===== config.mk =====
export PLATFORM = sky130hd
export DESIGN_NAME = mseq_sequencer
export DESIGN_NICKNAME = d
export VERILOG_FILES = /design/src/rtl/mseq_pkg.sv /design/src/rtl/mseq_cond_sel.sv /design/src/rtl/mseq_strobe_dec.sv /design/src/rtl/mseq_sequencer.sv
export SDC_FILE = /design/constraint.sdc
export NUM_CORES = 1
export LEC_CHECK = 0
export ABC_AREA = 1
export BUFFER_PORTS_ARGS = -buffer_cell sky130_fd_sc_hd__buf_4
export CELL_PAD_IN_SITES_DETAIL_PLACEMENT = 1
export CELL_PAD_IN_SITES_GLOBAL_PLACEMENT = 2
export CORE_MARGIN = 3
export CORE_UTILIZATION = 23
export CTS_BUF_LIST = sky130_fd_sc_hd__clkbuf_16
export CTS_CLUSTER_SIZE = 8
export DETAILED_ROUTE_END_ITERATION = 10
export GPL_TIMING_DRIVEN = 0
export PLACE_DENSITY = 0.9
export SETUP_SLACK_MARGIN = 0.05
export SLEW_MARGIN = 20
export SYNTH_ARGS = -nofsm -noshare
export SYNTH_HDL_FRONTEND = slang
export SYNTH_SLANG_ARGS = --single-unit
export TNS_END_PERCENT = 30

===== constraint.sdc =====
create_clock -name clk -period 5.3 [get_ports clk]
set_clock_uncertainty 0.05 [all_clocks]
set_input_delay 1.325 -clock clk [delete_from_list [all_inputs] [get_ports clk]]
set_output_delay 1.325 -clock clk [all_outputs]
set_load 0.02 [all_outputs]

===== src/rtl/mseq_pkg.sv =====
package mseq_pkg;
    localparam int SEL_W = 4;
    localparam int NCOND = 2 ** SEL_W;
    localparam int MODE_W = 2;
    localparam logic [SEL_W-1:0] FIRST_SHARED_CODE = 4'd14;

    function automatic logic strobe_mode(input logic [MODE_W-1:0] m);
        return m[0];
    endfunction
endpackage


===== src/rtl/mseq_cond_sel.sv =====
module mseq_cond_sel #(
    parameter int SEL_W = 4,
    localparam int NC = 2 ** SEL_W
) (
    input  logic [NC-1:0]    cond,
    input  logic [SEL_W-1:0] sel,
    output logic             bit_o
);
    always_comb begin
        if (sel == '0)
            bit_o = 1'b0;
        else if (sel == SEL_W'(1))
            bit_o = 1'b1;
        else
            bit_o = cond[sel];
    end
endmodule


===== src/rtl/mseq_strobe_dec.sv =====
module mseq_strobe_dec #(
    parameter int SEL_W = 4,
    localparam int NC = 2 ** SEL_W
) (
    input  logic             en,
    input  logic [SEL_W-1:0] code,
    output logic [NC-1:0]    strobe
);
    for (genvar k = 0; k < NC; k++) begin : g_line
        assign strobe[k] = en && (code == SEL_W'(k));
    end
endmodule


===== src/rtl/mseq_sequencer.sv =====
module mseq_sequencer
    import mseq_pkg::*;
#(
    parameter int ADDR_W = 12,
    parameter logic [ADDR_W-1:0] START_ADDR = '0,
    localparam int BASE_W = ADDR_W - 2
) (
    input  logic              clk,
    input  logic              rst,
    input  logic              cyc_en,
    input  logic [BASE_W-1:0] base_i,
    input  logic [SEL_W-1:0]  csel_hi_i,
    input  logic [SEL_W-1:0]  csel_lo_i,
    input  logic [MODE_W-1:0] mode_i,
    input  logic              apar_i,
    input  logic              fill_i,
    input  logic [NCOND-1:0]  cond_i,
    input  logic              repeat_i,
    input  logic              cmp_en_i,
    input  logic [ADDR_W-1:0] cmp_addr_i,
    output logic [ADDR_W-1:0] addr_o,
    output logic [ADDR_W-1:0] next_addr_o,
    output logic [NCOND-1:0]  strobe_o,
    output logic              apar_err_o,
    output logic              wpar_err_o,
    output logic              stopped_o
);
    typedef struct packed {
        logic [ADDR_W-1:0] addr;
        logic              stop;
        logic              aperr;
        logic              wperr;
    } seq_state_t;

    seq_state_t st_d, st_q;

    logic hi_bit, lo_branch_bit, lo_bit, odd_mode;

    assign odd_mode = strobe_mode(mode_i);

    mseq_cond_sel #(.SEL_W(SEL_W)) u_sel_hi (
        .cond  (cond_i),
        .sel   (csel_hi_i),
        .bit_o (hi_bit)
    );

    mseq_cond_sel #(.SEL_W(SEL_W)) u_sel_lo (
        .cond  (cond_i),
        .sel   (csel_lo_i),
        .bit_o (lo_branch_bit)
    );

    mseq_strobe_dec #(.SEL_W(SEL_W)) u_strobe (
        .en     (cyc_en && odd_mode),
        .code   (csel_lo_i),
        .strobe (strobe_o)
    );

    always_comb begin
        if (!odd_mode)
            lo_bit = lo_branch_bit;
        else if (csel_lo_i >= FIRST_SHARED_CODE)
            lo_bit = cond_i[csel_lo_i];
        else
            lo_bit = 1'b0;
    end

    assign next_addr_o = {base_i, hi_bit, lo_bit};

    always_comb begin
        st_d = st_q;
        if (cyc_en) begin
            st_d.aperr = apar_i ^ (^st_q.addr);
            st_d.wperr = ~(^{base_i, csel_hi_i, csel_lo_i, mode_i, apar_i, fill_i});
            st_d.stop  = cmp_en_i && (st_q.stop || (next_addr_o == cmp_addr_i));
            if (!repeat_i && !(st_q.stop && cmp_en_i))
                st_d.addr = next_addr_o;
        end
    end

    always_ff @(posedge clk) begin
        if (rst) begin
            st_q.addr  <= START_ADDR;
            st_q.stop  <= 1'b0;
            st_q.aperr <= 1'b0;
            st_q.wperr <= 1'b0;
        end else begin
            st_q <= st_d;
        end
    end

    assign addr_o     = st_q.addr;
    assign stopped_o  = st_q.stop;
    assign apar_err_o = st_q.aperr;
    assign wpar_err_o = st_q.wperr;
endmodule


Word level (Yosys, flattened, before mapping)

Index checks and enable logic that the tools add are counted.
Widths: inputs -> output; s select.

Reduce and logical (&&, ||, !) cells: 28
Magnitude comparators: 3
Bitwise operators: 2
Eq/ne operators: 17
Muxes and demuxes: 10

Operators with widths:

| operator           | number |
|---|---|
| $eq 4x4->1 const B | 8 |
| $reduce_xor 22->1  | 1 |
| $logic_and 1x1->1  | 20 |
| $eq 4x3->1 const B | 4 |
| $eq 12x12->1       | 1 |
| $reduce_xor 12->1  | 1 |
| $lt 4x5->1 const B | 2 |
| $bmux 1 s4         | 2 |
| $eq 4x1->1 const B | 2 |
| $eq 4x2->1 const B | 2 |
| $logic_not 4->1    | 2 |
| $mux 1             | 8 |
| $ge 4x4->1 const B | 1 |
| $logic_not 1->1    | 2 |
| $reduce_and 2->1   | 1 |
| $logic_or 1x1->1   | 1 |
| $not 1->1          | 1 |
| $xor 1x1->1        | 1 |

Bits of input ports: 55
Flip-flop bits (word level): 15
Logic and storage cells: 64
Output and inout bits: 43

Longest topological paths before layout

Gate-level depths: netlist of run 1.

Depth in word-level cells: 8
Gate-level depth with buffers: 14
Depth with buffers taken out: 13

Cells and area by module

Synthesis of run 1 repeated with hierarchy kept, for this count alone.

Cells, all modules: 316
Area total of the unflattened synthesis: 1,829.3 sq um

By module, submodules not included:

| module          | instances | cells an instance | area an instance (sq um) |
|---|---|---|---|
| mseq_sequencer  | 1         | 206               | 1,335.0 |
| mseq_cond_sel   | 2         | 39                | 183.9 |
| mseq_strobe_dec | 1         | 32                | 126.4 |

Worst setup path before layout of run 1

No wires, ideal clock.

Path kind: input to output
From: in csel_lo_i[1]
To: out strobe_o[12]
Cell stages on the path: 5
Slack: 1.668 ns
Arrival time: 2.257 ns
Path buffers: 1
Path through: buf_4 inv_2 ha_1 inv_1 nor3_1

Longest elaborated chain between the ends: 2

RTL lines:

| element           | RTL line              | text |
|---|---|---|
| start, declared   | mseq_sequencer.sv:13  | `input logic [SEL_W-1:0] csel_lo_i,` |
| $eq 4x4->1        | mseq_strobe_dec.sv:10 | `assign strobe[k] = en && (code == SEL_W'(k));` |
| $logic_and 1x1->1 | mseq_strobe_dec.sv:10 |  |
| end, declared     | mseq_sequencer.sv:23  | `output logic [NCOND-1:0] strobe_o,` |

No other way between the ends.

Worst setup path after layout of run 1

From: in csel_lo_i[0]
To: out next_addr_o[0]

Longest elaborated chain between the ends: 5
Elaborated cells on any way between the ends: 9
Classes of those cells: order compare (1); eq/ne (1); mux (6); reduce/logical (1)

RTL lines:

| element                      | RTL line                                  | text |
|---|---|---|
| $bmux 1 s4                   | mseq_cond_sel.sv:15, mseq_sequencer.sv:63 |  |
| $mux 1 (implied by the code) | mseq_cond_sel.sv:15, mseq_sequencer.sv:63 |  |
| $mux 1                       | mseq_cond_sel.sv:12                       | `else if (sel == SEL_W'(1))` |
| $mux 1                       | mseq_cond_sel.sv:10                       | `if (sel == '0)` |
| $mux 1 *                     | mseq_sequencer.sv:60                      | `if (!odd_mode)` |
| end, declared                | mseq_sequencer.sv:22                      | `output logic [ADDR_W-1:0] next_addr_o,` |

Every way passes the cells marked *; elsewhere a longest branch is shown, timed or not. The select of a mux whose other input is x is not followed.

==> metrics.md, run 1 <==
| Metric | Value |
|---|---|
| Initial Util | 0.245 |
| Most used flip-flop cell after synthesis | dfxtp_1 |
| Routed WL per cell | 12.8 microns |
| Kind of cell adding the most delay to the critical path | buffers and inverters |
| Clock network power share | 0.283 |
| Fraction of synthesis flops using an asynchronous set or reset pin | 0 |
| Number of hold-repair buffers added at the cts stage | 0 |
| Commonest cells in the synthesized netlist | nand2_1 (55), nor2_1 (43), inv_1 (30), nand3_1 (23), xnor2_1 (21) |
| Arrival time worst endpoint | 2520 ps |
| Cell taking the most area after synthesis | dfxtp_1 |
| Insertion delay to the later sink of the worst-skew pair | 240 ps |
| Via/cell ratio | 4.34 |
| Hold Slack | 440 ps |
| Reg2reg start | stopped_o |
| Fraction of power spent switching nets | 0.345 |
| Floorplan die height | 92.7 microns |
| Aggregate routed wire length | 6.07 mm |
| Largest cells by area after synthesis | dfxtp_1 (17%), nand2_1 (12%), xnor2_1 (11%) |
| Slowest Stage Delay on Critical Path | 200 ps |
| HPWL after detailed placement | 5.36 mm |
| Number of enable flip-flop cells after synthesis | 0 |
| Most common cell in the synthesized netlist | nand2_1 |
| CTS sink count | 15 |
| Run status | completed |
| Crit-path cells | buf_4 -> buf_6 -> inv_6 -> ha_1 -> o211ai_1 -> nand2_1 -> nand2_1 -> nand2_2 -> buf_4 -> buf_4 |
| Worst hold path depth | 2 |
| Final number of setup-violating endpoints | 0 |
| Antenna Cells | 0 |
| Area growth, synth to finish | 53.6% |
| Antenna-violating nets left | 0 |
| Slack of the worst reg-to-reg path | 3910 ps |
| Crit path time final | 3900 ps |
| Leakage power of the design | 1.40 nW |
| Global Route Usage Sum | 0.139 |
| Post-cts repair resize count | 0 |
| First-pass GRT wire length | 9.87 mm |
| Final Hold Vio Count | 0 |
| Port Buffer Count | 97 |
| Reg2reg end | addr_o[5] |
| Most Frequent Cell on Critical Path | buf_4 |
| Type of the tightest min-delay check | register to register |
| Highest net fanout along the worst path | 10 |
| Highest clock rate | 257 MHz |
| # IOs | 98 |
| Total vias in the final route | 2051 |
| End of the worst hold path | stopped_o |
| Post CTS Setup Buffer Count | 0 |
| Post-synthesis area per instance | 6.27 sq um |
| CP endpoint kind | primary output |
| Launching element type of the critical path | input port |
| Vias in the first global route | 2157 |
| Register share of total power | 0.253 |
| Number of distinct library cells after synthesis | 29 |
| Sw power | 0.177 mW |
| Launch instance of the worst min-delay path | stopped_o |
| Number of nets in the layout | 444 |
| Inserted Clock Buffers | 3 |
| Row Count | 30 |
| Floorplan core area | 7060 sq um |
| Final critical-path setup slack | 1400 ps |
| Synthesized flop and latch total | 15 |
| Top-area cell type share of the netlist area | 0.174 |
| Die boundary width | 92.7 microns |
| Final count of pins violating max slew | 0 |
| Register area share after synthesis | 0.174 |
| Worst slew margin relative to its limit | 0.748 |
| Worst VDD drop | 0.114 mV |
| Fraction of final layout cells sized beyond drive strength 1 | 0.334 |
| Placement-stage worst setup slack | 1380 ps |
| Internal power component | 0.336 mW |
| Setup TNS Final | 0 ps |
| Number of detailed-routing iterations run before antenna repair | 4 |
| Maximum number of pins on one net before global-route repair | 11 |
| Power density cells | 193 nW/um^2 |
| Clock tree from TritonCTS | built |
| Combinational power share | 0.464 |
| Number of cells traversed by the worst register-to-register path | 6 |
| Max-cap violation count | 0 |
| Count of routing violations after the opening detailed-route iteration | 65 |
| Gpl congestion | 0.803 |
| Power, Total | 0.513 mW |
| Required arrival time at the worst endpoint | 3920 ps |
| Slew @ Worst Pin | 377 ps |
| Depth of the CTS H-tree | 1 |
| CTS Root Cell | clkbuf_16 |
| Maximum buffer depth of the clock tree | 2 |
| Category of the most critical setup path | input port to primary output |
| Nets in the synthesized netlist | 342 |
| Warnings, synthesis | 0 |
| Number of design rule violations left after detail routing | 0 |
| Clock transition at the register clock pins on the worst setup and hold paths after CTS | 50 ps |
| GR Overflow Total | 0 |
| Final period util | 0.736 |
| Die Outline Area | 8600 sq um |
| RSZ-0062 raised after global routing | false |
| Number of antenna violations at the first check in global routing | 0 |
| Synthesized instance count | 276 |
| Netlist area before placement | 1730 sq um |
| Critical-path top delay cell | ha_1 |
| Bufs and invs on worst path | 5 |
worst max-delay path by stage:
stage / startpoint / endpoint / depth (start not counted)
2_1_floorplan: csel_lo_i[1] / strobe_o[12] / 5
3_3_place_gp: csel_lo_i[0] / next_addr_o[0] / 10
3_5_place_dp: csel_lo_i[0] / next_addr_o[0] / 10
4_1_cts: csel_lo_i[0] / next_addr_o[0] / 10
5_1_grt: csel_hi_i[0] / next_addr_o[1] / 13
6_report: csel_lo_i[0] / next_addr_o[0] / 10
power groups by stage:
stage          Combinational [mW]  Clock (mW)  Sequential, mW
6_report                    0.238       0.145           0.130
2_1_floorplan               0.137           0           0.142
3_5_place_dp                0.241           0           0.132
4_1_cts                     0.242       0.148           0.130
3_3_place_gp                0.236           0           0.132
5_1_grt                     0.264       0.153           0.131
final cells by class:
class | instances | area [sq um]
buffer | 17 | 125
fill | 979 | 4400
sequential | 15 | 300
clock buffer | 3 | 75.1
inverter | 33 | 131
clock inverter | 1 | 3.75
tap | 96 | 120
multi-input combinational | 211 | 1170
timing repair buffer | 97 | 728
cells in the final DEF, fill, tap and decap left out, types with 3 or more instances in the layout:
cell,Yosys,routed
a21oi_1,8,8
buf_4,14,111
clkbuf_16,0,3
dfxtp_1,15,15
ha_1,11,11
inv_1,30,31
nand2_1,55,55
nand3_1,23,23
nor2_1,43,43
nor3_1,5,5
o21ai_0,16,16
o21ai_1,7,7
xnor2_1,21,21
xor2_1,9,9
registers in the layout, indices dropped and copies added, names as in the netlist:
register    cells
apar_err_o      1
wpar_err_o      1
stopped_o       1
addr_o         12
metrics by stage:
| stage | utilization | cells | cell area, sq um |
|---|---|---|---|
| 2_1_floorplan | - | 276 | 1730 |
| 3_3_place_gp | 0.365 | 469 | 2580 |
| 3_5_place_dp | 0.365 | 469 | 2580 |
| 4_1_cts | 0.377 | 473 | 2660 |
| 5_1_grt | 0.377 | 473 | 2660 |
| 6_report | 0.377 | 473 | 2660 |
metal layers:
metal	track usage	routed length (microns)
met5	0	0
met4	0.0171	29
met3	0.0317	371
met2	0.265	3180
met1	0.161	2490
worst min-delay path, stage by stage (launching register included):
cell,delay [ps]
dfxtp_1,320
inv_1,60
a21oi_1,60
kinds of logic (layout without fill, tap and decap cells):
| family | Yosys count | in the layout | synth area share |
|---|---|---|---|
| AO/OA/AOI/OAI | 34 | 34 | 0.103 |
| XOR/XNOR | 32 | 32 | 0.171 |
| adder cells (fa/ha/maj) | 11 | 11 | 0.0795 |
| buffers and inverters | 50 | 151 | 0.148 |
| flip-flops | 15 | 15 | 0.174 |
| AND/OR/NAND/NOR | 134 | 134 | 0.325 |
Note: power is estimated with default switching activity, not from simulation.
==> run 2, diff against run 1 <==
- CORE_UTILIZATION: 23 -> 21
- PLACE_DENSITY: 0.9 -> 0.83
- clock period: 5.3 -> 4.1 ns (I/O delays scaled with it)
==> metrics.md, run 2 (synthesis gave the netlist of run 1 again) <==
| Metric | Value |
|---|---|
| Run status | completed |
| Global Route Usage Sum | 0.130 (-0.00858) |
| Most Frequent Cell on Critical Path | buf_4 |
| Vias in the first global route | 2126 (-1.4%) |
| Fraction of the core area covered by cells at the end of the flow | 0.340 (-0.0370) |
| Sw power | 0.231 mW (+31%) |
| Setup TNS Final | 0 ps (unchanged) |
| CTS sink count | 15 (unchanged) |
| Fillers | 1054 (+7.7%) |
| # IOs | 98 (unchanged) |
| Aggregate routed wire length | 6.23 mm (+2.7%) |
| HPWL after detailed placement | 5.46 mm (+1.8%) |
| Launch instance of the worst min-delay path | stopped_o |
| Register share of total power | 0.253 (about the same) |
| Crit path time final | 3320 ps |
| Worst slew margin relative to its limit | 0.701 (-0.0471) |
| Start point of the critical path | csel_lo_i[0] |
| Final Hold Vio Count | 0 (unchanged) |
| Met3 routing resource usage after global routing | 0.0281 (-0.00356) |
| Power density cells | 250 nW/um^2 (+29%) |
| Placement-stage worst setup slack | 751 ps (-632 ps) |
| Busiest layer in global routing | met2 |
| Post CTS Setup Buffer Count | 0 (unchanged) |
| Final critical-path setup slack | 775 ps (-626 ps) |
| Combinational power share | 0.466 (+0.002) |
| Number of detailed-routing iterations run before antenna repair | 4 (unchanged) |
| Routed WL per cell | 13.0 microns (+1.4%) |
| Category of the most critical setup path | input port to primary output |
| Highest clock rate | 301 MHz |
| Max FFs per register | 12 (unchanged) |
| Placed Cells incl. Taps | 475 (+1.3%) |
| Number of hold-repair buffers added at the cts stage | 0 (unchanged) |
| Depth of the CTS H-tree | 1 (unchanged) |
| Initial Util | 0.221 (-0.0247) |
| Met2 routing resource usage after global routing | 0.238 (-0.0263) |
| Antenna-violating nets left | 0 (unchanged) |
| Clock network power share | 0.281 (-0.002) |
| Most common library cell in the layout ignoring fill and taps | buf_4 |
| Arrival time worst endpoint | 2250 ps (-270 ps) |
| Insertion delay to the later sink of the worst-skew pair | 240 ps (about the same) |
| Critical-path top delay cell | ha_1 |
| Clock transition at the register clock pins on the worst setup and hold paths after CTS | 50 ps (about the same) |
| Global-route met1 utilization | 0.160 (-0.000688) |
| Maximum buffer depth of the clock tree | 2 (unchanged) |
| Row Count | 32 (+6.7%) |
| Count of routing violations after the opening detailed-route iteration | 76 (+17%) |
| Area growth, synth to finish | 54.0% |
| Number of nets in the layout | 444 (unchanged) |
| Port Buffer Count | 97 (unchanged) |
| Slew @ Worst Pin | 448 ps (+70.6 ps) |
| Antenna Cells | 0 (unchanged) |
| GR Overflow Total | 0 (unchanged) |
| Die boundary width | 96.8 microns (+4.4%) |
| Reg2reg start | addr_o[0] |
| Required arrival time at the worst endpoint | 3020 ps (-900 ps) |
| Die Outline Area | 9370 sq um (+8.9%) |
| CP endpoint kind | primary output |
| Number of antenna violations at the first check in global routing | 0 (unchanged) |
| Crit-path cells | buf_4 -> buf_6 -> inv_6 -> ha_1 -> o211ai_1 -> nand2_1 -> nand2_1 -> nand2_2 -> buf_4 -> buf_4 |
| Fin cells | 479 (+1.3%) |
| Final count of pins violating max slew | 0 (unchanged) |
| Via/cell ratio | 4.33 (about the same) |
| Floorplan core area | 7850 sq um (+11%) |
| Fraction of final layout cells sized beyond drive strength 1 | 0.334 (unchanged) |
| Clock tree from TritonCTS | built |
| Final number of setup-violating endpoints | 0 (unchanged) |
| Number of design rule violations left after detail routing | 0 (unchanged) |
| Internal power component | 0.435 mW (+29%) |
| Inserted Clock Buffers | 3 (unchanged) |
| CTS Root Cell | clkbuf_16 |
| Worst VDD drop | 0.139 mV (+22%) |
| Highest net fanout along the worst path | 10 (unchanged) |
| Floorplan die height | 96.8 microns (+4.4%) |
| Post-cts repair resize count | 0 (unchanged) |
| Fraction of power spent switching nets | 0.347 (+0.00229) |
| Type of the tightest min-delay check | register to register |
| RSZ-0062 raised after global routing | false |
| Gpl congestion | 0.776 (-3.4%) |
| Power, Total | 0.666 mW (+30%) |
| Total vias in the final route | 2075 (+1.2%) |
| Launching element type of the critical path | input port |
| First-pass GRT wire length | 10.4 mm (+5.5%) |
| Max-cap violation count | 0 (unchanged) |
| Slowest Stage Delay on Critical Path | 200 ps (about the same) |
| Leakage power of the design | 1.40 nW (unchanged) |
| Maximum number of pins on one net before global-route repair | 11 (unchanged) |
| Final period util | 0.811 |
| Highest-count cells in the layout ignoring fill and taps | buf_4 (111), nand2_1 (55), nor2_1 (43) |
run 2: path summary, 6_finish.rpt:
kind	to	slack [ps]	cells after the start
worst max-delay path	next_addr_o[0]	780	10
worst min-delay path	stopped_o	420	2
worst max register to register	apar_err_o	2640	6
worst min register to register	stopped_o	420	2
run 2: per-layer routing:
| layer | wire [microns] | part of all wire |
|---|---|---|
| met1 | 2680 | 0.43 |
| met2 | 3220 | 0.52 |
| met3 | 265 | 0.043 |
| met4 | 63 | 0.010 |
| met5 | 0 | 0 |
run 2: cell type report:
cell class	instances	area (sq um)	share of cell area
multi-input cells	211	1170	0.440
repair buffers	97	728	0.273
flip-flops and latches	15	300	0.113
inverters	33	131	0.0493
well taps	102	128	0.0479
plain buffers	17	125	0.0469
clock buffers	3	75.1	0.0282
clock inverters	1	3.75	0.00141
run 2: critical path: cells and delay by family:
family                   cells  cell delay (ps)
buffers and inverters        5              570
AND/OR/NAND/NOR              3              270
adder cells (fa/ha/maj)      1              200
AO/OA/AOI/OAI                1              190
run 2: power by group through the flow:
stage	combinational, mW	sequential, mW	clock, mW
after floorplan	0.177	0.184	0
after global placement	0.306	0.171	0
after detailed placement	0.314	0.171	0
after CTS	0.315	0.168	0.191
after global routing	0.347	0.170	0.200
final	0.310	0.168	0.187
run 2: per-stage QoR:
step / area (sq um) / hold slack, ps
2_1_floorplan: 1730 / 486
3_3_place_gp: 2590 / 409
3_5_place_dp: 2590 / 416
4_1_cts: 2670 / 424
5_1_grt: 2670 / 459
6_report: 2670 / 416
